[src/rtl/capt_pkg.sv]
package capt_pkg;
  typedef enum logic {
    EDGE_FALL = 1'b0,
    EDGE_RISE = 1'b1
  } edge_sel_e;
endpackage

[src/rtl/capt_sync.sv]
module capt_sync #(
  parameter int STAGES = 2
) (
  input  logic clk_i,
  input  logic rst_ni,
  input  logic d_i,
  output logic q_o
);
  logic [STAGES-1:0] chain_q;
  logic [STAGES-1:0] chain_d;

  always_comb chain_d = {chain_q[STAGES-2:0], d_i};

  always_ff @(posedge clk_i or negedge rst_ni) begin
    if (!rst_ni) chain_q <= '0;
    else         chain_q <= chain_d;
  end

  assign q_o = chain_q[STAGES-1];
endmodule

[src/rtl/capt_filter.sv]
module capt_filter #(
  parameter int TAPS = 4
) (
  input  logic clk_i,
  input  logic rst_ni,
  input  logic din_i,
  output logic dout_o
);
  localparam int HIST = TAPS - 1;

  logic [HIST-1:0] hist_q, hist_d;
  logic            out_q, out_d, agree;

  // The live sample plus HIST stored samples form the agreement window.
  always_comb begin
    hist_d = {hist_q[HIST-2:0], din_i};
    agree  = (hist_q == {HIST{din_i}});
    out_d  = agree ? din_i : out_q;
  end

  always_ff @(posedge clk_i or negedge rst_ni) begin
    if (!rst_ni) begin
      hist_q <= '0;
      out_q  <= 1'b0;
    end else begin
      hist_q <= hist_d;
      out_q  <= out_d;
    end
  end

  assign dout_o = out_q;

  // a change of the filtered level matches the sample that was live
  p_filt_agree_r6: assert property (@(posedge clk_i) disable iff (!rst_ni)
    (out_q != $past(out_q)) |-> (out_q == $past(din_i)));
endmodule

[src/rtl/capt_edge.sv]
module capt_edge
  import capt_pkg::*;
(
  input  logic      clk_i,
  input  logic      rst_ni,
  input  logic      lvl_i,
  input  edge_sel_e sel_i,
  output logic      hit_o
);
  logic prev_q;

  always_ff @(posedge clk_i or negedge rst_ni) begin
    if (!rst_ni) prev_q <= 1'b0;
    else         prev_q <= lvl_i;
  end

  always_comb begin
    unique case (sel_i)
      EDGE_RISE: hit_o = lvl_i & ~prev_q;
      default:   hit_o = ~lvl_i & prev_q;
    endcase
  end

  // a level transition yields a single-cycle hit
  p_single_hit_r1: assert property (@(posedge clk_i) disable iff (!rst_ni)
    hit_o |=> !hit_o);
endmodule

[src/rtl/capt_top.sv]
module capt_top
  import capt_pkg::*;
#(
  parameter int CNT_W       = 16,
  parameter int SYNC_STAGES = 2,
  parameter int FILT_TAPS   = 4
) (
  input  logic               clk_i,
  input  logic               rst_ni,
  input  logic               cap_pin_i,
  input  logic [CNT_W-1:0]   count_i,
  input  logic               edge_rise_i,
  input  logic               filt_en_i,
  input  logic               irq_en_i,
  input  logic               wide_i,
  input  logic               flag_w1c_i,
  input  logic               irq_ack_i,
  input  logic               cmp_wr_i,
  input  logic [CNT_W/2-1:0] cmp_wdata_i,
  output logic [CNT_W-1:0]   cap_value_o,
  output logic [CNT_W/2-1:0] cmp_hi_o,
  output logic               cmp_match_o,
  output logic               flag_o,
  output logic               irq_o
);
  localparam int HALF = CNT_W / 2;

  logic pin_sync, pin_filt, pin_lvl, cap_hit;

  capt_sync #(.STAGES(SYNC_STAGES)) u_sync (
    .clk_i (clk_i), .rst_ni(rst_ni), .d_i(cap_pin_i), .q_o(pin_sync));

  capt_filter #(.TAPS(FILT_TAPS)) u_filt (
    .clk_i (clk_i), .rst_ni(rst_ni), .din_i(pin_sync), .dout_o(pin_filt));

  assign pin_lvl = filt_en_i ? pin_filt : pin_sync;

  capt_edge u_edge (
    .clk_i (clk_i), .rst_ni(rst_ni), .lvl_i(pin_lvl),
    .sel_i (edge_sel_e'(edge_rise_i)), .hit_o(cap_hit));

  logic [HALF-1:0] lo_q, lo_d, hi_q, hi_d;
  logic            lo_en, hi_en, flag_q, flag_d, flag_en;

  always_comb begin
    lo_en   = cap_hit;
    lo_d    = count_i[HALF-1:0];
    hi_en   = (cap_hit && wide_i) || cmp_wr_i;
    hi_d    = (cap_hit && wide_i) ? count_i[CNT_W-1:HALF] : cmp_wdata_i;
    flag_en = cap_hit || flag_w1c_i || irq_ack_i;
    flag_d  = cap_hit;
  end

  always_ff @(posedge clk_i or negedge rst_ni) begin
    if (!rst_ni) begin
      lo_q   <= '0;
      hi_q   <= '0;
      flag_q <= 1'b0;
    end else begin
      if (lo_en)   lo_q   <= lo_d;
      if (hi_en)   hi_q   <= hi_d;
      if (flag_en) flag_q <= flag_d;
    end
  end

  assign cap_value_o = {(wide_i ? hi_q : {HALF{1'b0}}), lo_q};
  assign cmp_hi_o    = hi_q;
  assign cmp_match_o = !wide_i && (count_i[HALF-1:0] == hi_q);
  assign flag_o      = flag_q;
  assign irq_o       = flag_q && irq_en_i;

  // the low half holds the count seen at the capture edge
  p_cap_lo_r2: assert property (@(posedge clk_i) disable iff (!rst_ni)
    cap_hit |=> (lo_q == $past(count_i[HALF-1:0])));

  // capture always leaves the flag set, even against a clear
  p_flag_set_r3: assert property (@(posedge clk_i) disable iff (!rst_ni)
    cap_hit |=> flag_q);

  // without a clear request the flag is sticky
  p_flag_hold_r3: assert property (@(posedge clk_i) disable iff (!rst_ni)
    (flag_q && !flag_w1c_i && !irq_ack_i) |=> flag_q);

  // the flag only drops after a clear request
  p_flag_clr_r5: assert property (@(posedge clk_i) disable iff (!rst_ni)
    $fell(flag_q) |-> $past(flag_w1c_i || irq_ack_i));

  // shared register is untouched without a write or a wide capture
  p_hi_keep_r9: assert property (@(posedge clk_i) disable iff (!rst_ni)
    (!cmp_wr_i && !(cap_hit && wide_i)) |=> (hi_q == $past(hi_q)));
endmodule

[config.mk]
export PLATFORM = sky130hd
export DESIGN_NAME = capt_top
export DESIGN_NICKNAME = d
export VERILOG_FILES = /design/src/rtl/capt_pkg.sv /design/src/rtl/capt_sync.sv /design/src/rtl/capt_filter.sv /design/src/rtl/capt_edge.sv /design/src/rtl/capt_top.sv
export SDC_FILE = /design/constraint.sdc
export NUM_CORES = 1
export LEC_CHECK = 0
export BUFFER_PORTS_ARGS = -buffer_cell sky130_fd_sc_hd__buf_4
export CORE_MARGIN = 8
export CORE_UTILIZATION = 39
export CTS_BUF_LIST = sky130_fd_sc_hd__clkbuf_8
export DETAILED_ROUTE_END_ITERATION = 12
export HOLD_SLACK_MARGIN = 0.02
export PLACE_DENSITY_LB_ADDON = 0.12
export SLEW_MARGIN = 15
export SYNTH_ARGS = -nofsm -noshare
export SYNTH_HDL_FRONTEND = slang
export SYNTH_SLANG_ARGS = --single-unit
export TNS_END_PERCENT = 20
[constraint.sdc]
create_clock -name clk_i -period 4.7 [get_ports clk_i]
set_input_delay 0.235 -clock clk_i [delete_from_list [all_inputs] [get_ports clk_i]]
set_output_delay 0.235 -clock clk_i [all_outputs]
set_load 0.005 [all_outputs]
Yosys cells after proc, flatten, opt, wreduce, memory -nomap -nowiden
Index checks and enable logic that the tools add are counted.
{ "classes": {"eq_ne": 2, "n_mux": 4, "bitwise": 4, "n_reduce_logical": 7} }
{ "op_table": {"columns": ["cell", "n"], "rows": [
  ["$mux W8", 2],
  ["$eq A8 B8 Y1", 1],
  ["$eq A3 B3 Y1", 1],
  ["$logic_and A1 B1 Y1", 3],
  ["$logic_or A1 B1 Y1", 3],
  ["$and A1 B1 Y1", 2],
  ["$mux W1", 2],
  ["$not A1 Y1", 2],
  ["$logic_not A1 Y1", 1]
]} }
{ "totals": {"regBits": 24, "inputBits": 34, "out_inout_bits": 27, "elab_cells": 24} }

Depth between registers and ports, before layout
Gate-level depths: netlist of run 1.
{ "depth": {"ltp_word": 6, "ltp_mapped": 4, "ltp_nobuf": 3} }

By module
From an unflattened synthesis of run 1, not the netlist that was laid out.
{ "hier_totals": {"hier_cells": 90, "hier_area_um2": 1157.4} }
{ "by_module_without_submodules": {"columns": ["mod", "instances", "cells_per_inst", "area_per_inst_um2", "seq_area_each_um2"], "rows": [
  ["capt_top", 1, 77, 933.4, 425.4],
  ["capt_filter", 1, 7, 126.4, 100.1],
  ["capt_sync", 1, 2, 50.0, 50.0],
  ["capt_edge", 1, 4, 47.5, 25.0]
]} }

Least setup slack after synthesis of run 1
Ideal clock, no wire load.
{ "synth_timing": {"kind": "reg-to-reg", "from": "register u_sync.chain_q[1]", "to": "register hi_q[0], in the netlist cmp_hi_o[0]", "setup_ns": 0.125, "t_arrival_ns": 1.351, "t_required_ns": 4.575, "path_slack_ns": 3.224, "path_stages_with_launch": 4, "path_buffers": 0, "period_less_slack_ns": 1.476, "path_cell_list": "dfrtp_1 -> mux2_4 -> mux2_4 -> mux2_4"} }
{ "synth_via": {"elab_chain_len": 6, "word_cells_on_any_way": 8, "classes_between": "3 x mux; 3 x bitwise; 2 x reduce/logical"} }
{ "synth_lines": {"columns": ["item", "line", "rtl"], "rows": [
  ["from (decl)", "capt_sync.sv:9", "logic [STAGES-1:0] chain_q;"],
  ["from (signal assigned)", "capt_sync.sv:16", "else chain_q <= chain_d;"],
  ["$mux W1 *", "capt_top.sv:36", "assign pin_lvl = filt_en_i ? pin_filt : pin_sync;"],
  ["named net pin_lvl", "capt_top.sv:28", "logic pin_sync, pin_filt, pin_lvl, cap_hit;"],
  ["$not A1 Y1", "capt_edge.sv:20", "default: hit_o = ~lvl_i & prev_q;"],
  ["$and A1 B1 Y1", "capt_edge.sv:20", null],
  ["$mux W1 *", "capt_edge.sv:18", "unique case (sel_i)"],
  ["$logic_and A1 B1 Y1 *", "capt_top.sv:48, capt_top.sv:49", null],
  ["$mux W8 / $logic_or A1 B1 Y1 (equally long branches)", "capt_top.sv:49, capt_top.sv:48", null],
  ["to (signal assigned)", "capt_top.sv:61", "if (hi_en) hi_q <= hi_d;"],
  ["to (decl)", "capt_top.sv:42", "logic [HALF-1:0] lo_q, lo_d, hi_q, hi_d;"]
]} }
Mark *: on every way through the listed nets, which the timed path passes. The rest lies on a longest branch.
A chain may end at the register's enable or synchronous reset.

Final worst setup path of run 1
{ "layout_timing": {"from": "register u_sync.chain_q[1]", "to": "register lo_q[6]"} }
{ "layout_via": {"elab_chain_len": 4, "word_cells_on_any_way": 5, "classes_between": "2 x mux; 3 x bitwise"} }
{ "layout_lines": {"columns": ["item", "line", "rtl"], "rows": [
  ["$mux W1 *", "capt_top.sv:36", null],
  ["named net pin_lvl", "capt_top.sv:28", null],
  ["$not A1 Y1", "capt_edge.sv:20", null],
  ["$and A1 B1 Y1", "capt_edge.sv:20", null],
  ["$mux W1 *", "capt_edge.sv:18", null],
  ["to (signal assigned)", "capt_top.sv:60", "if (lo_en) lo_q <= lo_d;"],
  ["to (decl)", "capt_top.sv:42", null]
]} }
Marked as above.

==> metrics.txt, run 1 <==
CP bufs+invs 0; vias in the first global route 960; Die ar. between 4000 and 5000 um^2; Rows 20; drc violations 0; grt ovf 0; MaxCap Viol Count 0; CTS Buf Count 3; top cell type's share of synthesized area 0.5156; Tcrit/Tclk final 0.3423; most area-hungry cell type in the Yosys netlist dfrtp_1; EDFF count, synth 0; setup violators final 0; Async S/R FF share, synth 1.000; I/O Buffers 60; gr usage total 0.1221; cell area after synthesis 1165 um^2; Initial Utilization 0.3945; Worst-Margin Slew just over 0.4 ns; Hold Path Class input pin to flop; Routed WL ~3 mm; dominant cell by count in the synthesized netlist dfrtp_1; worst path arrival time around 1.8 ns; Final ANT Viol Nets 0; Sum Neg Setup Slack 0 ns; leakage 0.8279 nW; Synth Area in Simple Gates 0.1053; Critical Path Max Stage Delay just over 0.4 ns; antenna violations before repair 0; crit end category flop; Peak Freq 621.6 MHz; Slew headroom 0.7221; number of synthesized register bits 24; Clk pin slew, worst setup/hold paths 0.08 ns; Synth Area in XOR/XNOR 0.06015; Inserted Diodes 0; Cells after Synth 84; cell family with most CP delay multiplexers; pwr/cell area 326.1 nW/um^2; Clock Path Buffers 2; worst clock skew ~0.0011 ns; critical path type flop to flop; Die H 70.65 um; mux contribution to synthesized area 0.3029; prevailing post-synth register cell dfrtp_1; RSZ-0062 raised after global routing no; area fraction in compound gates after synthesis 0.009667; cts repair resizes 0; DR iter-0 viols 39; TritonCTS clock tree done; worst skew pair latency 0.26 ns; crit path max-delay cell type dfrtp_1; core area 2953 um^2; TritonRoute pass-1 iters 4; final hold viol count 0; crit path cell chain mux2_4 -> mux2i_4 -> mux2_2; syn nets 118; synth top area cells dfrtp_1 (52%), mux2_2 (15%), mux2_4 (13%), xnor2_1 (5.3%), and2_1 (4.8%); largest net degree at the start of global routing 25; gpl congestion 0.6616; first-pass GRT wire length between 4 and 5 mm; Final #Nets 182; synth warn 0; Post-CTS Setup Inserts 0; max-slew violations 0; Vias/cell 4.821; Fin Hold WS a little over 0.08 ns; post-synthesis sequential area ratio 0.5156; Sink Count 24; outcome complete, no violations; DR vias 863; Root Buffer clkbuf_8; average size of a mapped cell 13.87 um^2; Adder-Cell Fraction of Synth Area 0; combinational family with the most area after synthesis multiplexers; CP Max Fanout 9; Area Growth Syn to Fin 45.97%; detail-routed net length per standard cell 16.55 um; Commonest cells post-synth dfrtp_1 (24), mux2_2 (16), mux2_4 (10); fin util 0.5758; total power 0.5545 mW; Final min period 1.609 ns; IO Count 61; Peak VDD IR 0.0001386 V; fraction of layout cells with a size suffix above 1 0.6164; Chip Width between 70 and 80 um; Distinct cells, synth 19; H-tree levels 1; Critical Path Start Type flop; worst path required time about 4.9 ns
==> cells by family (layout without fill, tap and decap cells) <==
family                 Yosys count  after routing
AO/OA/AOI/OAI                    2              2
XOR/XNOR                         8              8
buffers and inverters            2             64
flip-flops                      24             24
multiplexers                    27             27
AND/OR/NAND/NOR                 21             21
==> registers in the layout (all words and copies together) (netlist names) <==
| register | count |
|---|---|
| lo_q | 8 |
| u_edge.prev_q | 1 |
| flag_o | 1 |
| u_filt.dout_o | 1 |
| cmp_hi_o | 8 |
| u_filt.hist_q | 3 |
| u_sync.chain_q | 2 |
==> timing repair <==
item	4_1_cts	5_1_grt
hold endpoints to repair	24	0
hold buffers	1	0
setup endpoints to repair	0	0
==> placed cells by master, fill, tap and decap left out, types with 2 or more instances in the layout <==
cell type | netlist | final
nor2b_1 | 2 | 2
xnor2_1 | 7 | 7
mux2_4 | 10 | 10
nor2_1 | 2 | 2
nand3b_1 | 2 | 2
dfrtp_1 | 24 | 24
and2_1 | 9 | 9
mux2_2 | 16 | 16
buf_4 | 0 | 60
nand2_1 | 2 | 2
clkbuf_8 | 0 | 3
==> metrics by stage <==
| step | setup WS [ns] | cells | area [um^2] |
|---|---|---|---|
| 6_report | 3.091 | 179 | 1700 |
| 5_1_grt | 2.949 | 179 | 1700 |
| 4_1_cts | 3.056 | 179 | 1700 |
| 3_5_place_dp | 3.092 | 175 | 1649 |
| 3_3_place_gp | 3.120 | 175 | 1649 |
| 2_1_floorplan | 3.224 | 84 | 1165 |
==> worst paths after layout <==
path	slack, ns	to	depth (start not counted)	from
worst max register to register	3.09	lo_q[6]	3	u_sync.chain_q[1]
worst min-delay path	0.08	u_sync.chain_q[0]	1	cap_pin_i
max in group asynchronous	4.07	lo_q[4]	2	rst_ni
min in group asynchronous	0.40	lo_q[1]	2	rst_ni
worst max-delay path	3.09	lo_q[6]	3	u_sync.chain_q[1]
worst min register to register	0.36	u_sync.chain_q[1]	0	u_sync.chain_q[0]
==> report_power, final <==
part           switching (mW)  internal, mW  total [mW]
registers              0.0250         0.239       0.264
clock network          0.0624        0.0573       0.120
logic                  0.0548         0.116       0.170
==> cell type report <==
class	count	area (um^2)
Multi-Input combinational cell	58	556.8
Tap cell	33	41.29
Sequential cell	24	600.6
Fill cell	250	1252
Timing Repair Buffer	61	460.4
Clock buffer	3	41.29
==> metal layers <==
metal  global-route usage  up-vias  share of wire
met5                    0        -              0
met2               0.2052       33           0.51
met3              0.03672        4          0.056
li1                     -      417              -
met4              0.06236        0          0.015
met1               0.1364      409           0.42
No activity file was read; power rests on OpenSTA's default activity.
==> run 2: changes to the inputs <==
==> constraint.sdc (replaced) <==
create_clock -name clk_i -period 1.3 [get_ports clk_i]
set_input_delay 0.065 -clock clk_i [delete_from_list [all_inputs] [get_ports clk_i]]
set_output_delay 0.065 -clock clk_i [all_outputs]
set_load 0.005 [all_outputs]
==> run 2 against run 1 <==
- the flow now finishes with violations (negative setup slack)
- utilization rose by 5.6 points
- worst hold slack got worse by 0.062 ns
- global-route usage rose by 0.30 points
==> metrics.txt, run 2 (synthesized netlist as in run 1, its figures left out) <==
gpl congestion 0.7301 (was 0.6616); fraction of layout cells with a size suffix above 1 0.6603 (was 0.6164); Sink Count 24 (unchanged); TritonRoute pass-1 iters 4 (unchanged); final worst setup slack -0.2087 ns (was 3.091 ns); critical path type flop to flop (unchanged); Peak Freq 662.8 MHz (was 621.6 MHz); RSZ-0062 raised after global routing yes (was no); TritonCTS clock tree done (unchanged); Switching Share 0.2565 (was 0.2563); failing checks negative setup slack; final instance area 1864 um^2 (was 1700 um^2); Peak VDD IR 0.0005358 V (was 0.0001386 V); Layout fillers 260 (was 250); Die ar. 4991 um^2 (unchanged); combinational share of power 0.329 (was 0.307); Routed WL 3.194 mm (was 2.963 mm); worst path required time 1.46 ns (was 4.85 ns); CTS Buf Count 3 (unchanged); vias in the first global route 1040 (was 960); Worst-Margin Slew 0.3119 ns (was 0.4082 ns); crit end category flop (unchanged); Die H 70.65 um (unchanged); reg2reg end cmp_hi_o[5] (was lo_q[6]); Area Growth Syn to Fin 60.04% (was 45.97%); worst skew pair latency 0.27 ns (was 0.26 ns); outcome finished, violations left (was complete, no violations); Hold Crit Depth 2 (was 1); Sequential Power Share 0.439 (was 0.477); DR iter-0 viols 14 (was 39); Hold Path Class input pin to flop (unchanged); largest net degree at the start of global routing 25 (unchanged); Clk pin slew, worst setup/hold paths 0.09 ns (was 0.08 ns); dpl ws -0.2074 ns (was 3.092 ns); R2R cell count 3 (unchanged); commonest cells after routing, fill and taps aside buf_4 (64), dfrtp_1 (24), mux2_4 (18) (was buf_4 (60), dfrtp_1 (24), mux2_2 (16)); register area 600.6 um^2 (unchanged); r2r setup slk -0.21 ns (was 3.09 ns); I/O Buffers 60 (unchanged); core area 2953 um^2 (unchanged); worst path arrival time 1.67 ns (was 1.76 ns); MaxCap Viol Count 0 (unchanged); reg2reg start u_sync.chain_q[1] (unchanged); Pint 1.635 mW (was 0.4124 mW); first-pass GRT wire length 5.016 mm (was 4.761 mm); Clock Path Buffers 2 (unchanged); pwr/cell area 1179 nW/um^2 (was 326.1 nW/um^2); Post-DP Area 1679 um^2 (was 1649 um^2); DR vias 927 (was 863); Sum Neg Setup Slack -2.890 ns (was 0 ns); gr usage total 0.1251 (was 0.1221); Rows 20 (unchanged); detail-routed net length per standard cell 16.90 um (was 16.55 um); antenna violations before repair 0 (unchanged); max-slew violations 0 (unchanged); Vias/cell 4.905 (was 4.821); Worst Hold End cmp_hi_o[7] (was u_sync.chain_q[0]); commonest non-fill, non-tap cell in the layout buf_4 (unchanged); H-tree levels 1 (unchanged); setup violators final 17 (was 0); Chip Width 70.65 um (unchanged); Final #Nets 191 (was 182); grt ovf 0 (unchanged); Critical Path Start Type flop (unchanged); CP Max Fanout 8 (was 9); final hold viol count 0 (unchanged); fin util 0.6314 (was 0.5758); area of the multi-input gates 624.3 um^2 (was 556.8 um^2); worst clock skew 0.006065 ns (was 0.001081 ns); Final ANT Viol Nets 0 (unchanged); Slew headroom 0.7920 (was 0.7221); drc violations 0 (unchanged); Root Buffer clkbuf_8 (unchanged); Tcrit/Tclk final 1.161 (was 0.3423); IO Count 61 (unchanged); clock share of power 0.232 (was 0.216); Net Sw Power 0.5639 mW (was 0.1421 mW); Initial Utilization 0.3945 (unchanged); min-delay src count_i[15] (was cap_pin_i); Final min period 1.509 ns (was 1.609 ns); leakage 0.9368 nW (was 0.8279 nW); origin of the worst setup path u_sync.chain_q[1] (unchanged); Inserted Diodes 0 (unchanged)
run 2: worst max-delay path, stage by stage (launching register included):
cell and delay, ns:
dfrtp_1 0.38, mux2_4 0.31, mux2_4 0.39, mux2_4 0.32
run 2: area by class of cell:
| cell class | instances | area share |
|---|---|---|
| tap | 33 | 0.02215 |
| clock buffer | 4 | 0.02953 |
| sequential | 24 | 0.3221 |
| timing repair buffer | 70 | 0.2913 |
| multi-input combinational | 58 | 0.3349 |
run 2: what timing repair did:
action	CTS	global route
hold endpoints to repair	27	0
setup buffers	1	1
pin swaps	1	5
gates resized for setup	5	11
gates cloned	0	0
setup endpoints to repair	17	18
hold buffers	4	0
run 2: stage by stage:
stage / hold WS, ns / total power, mW / std cells
global placement: -0.01740 / 1.598 / 179
CTS: 0.02037 / 2.158 / 188
global route: 0.01561 / 2.306 / 189
finish: 0.02026 / 2.198 / 189
floorplan: -0.2306 / 1.237 / 84
detailed placement: -0.01363 / 1.616 / 179
run 2: worst max path at each step:
| stage | to | slack, ns | cells after the start |
|---|---|---|---|
| floorplan | cmp_hi_o[0] | -0.18 | 3 |
| global placement | cmp_hi_o[7] | -0.19 | 3 |
| detailed placement | cmp_hi_o[3] | -0.21 | 3 |
| CTS | cmp_hi_o[5] | -0.21 | 3 |
| global route | cmp_hi_o[5] | -0.23 | 3 |
| finish | cmp_hi_o[5] | -0.21 | 3 |
run 2: power by group through the flow:
stage	clock network (mW)	registers [mW]	logic [mW]
3_3_place_gp	0	0.962	0.636
4_1_cts	0.516	0.958	0.683
6_report	0.511	0.965	0.723
2_1_floorplan	0	0.963	0.273
5_1_grt	0.551	0.982	0.773
3_5_place_dp	0	0.970	0.646
run 2: routing by layer:
metal  up-vias  wire (um)  global-route usage
li1        436          -                   -
met1       455       1276              0.1374
met2        33       1664              0.2155
met3         3        232             0.05650
met4         0         21             0.02771
met5         -          0                   0
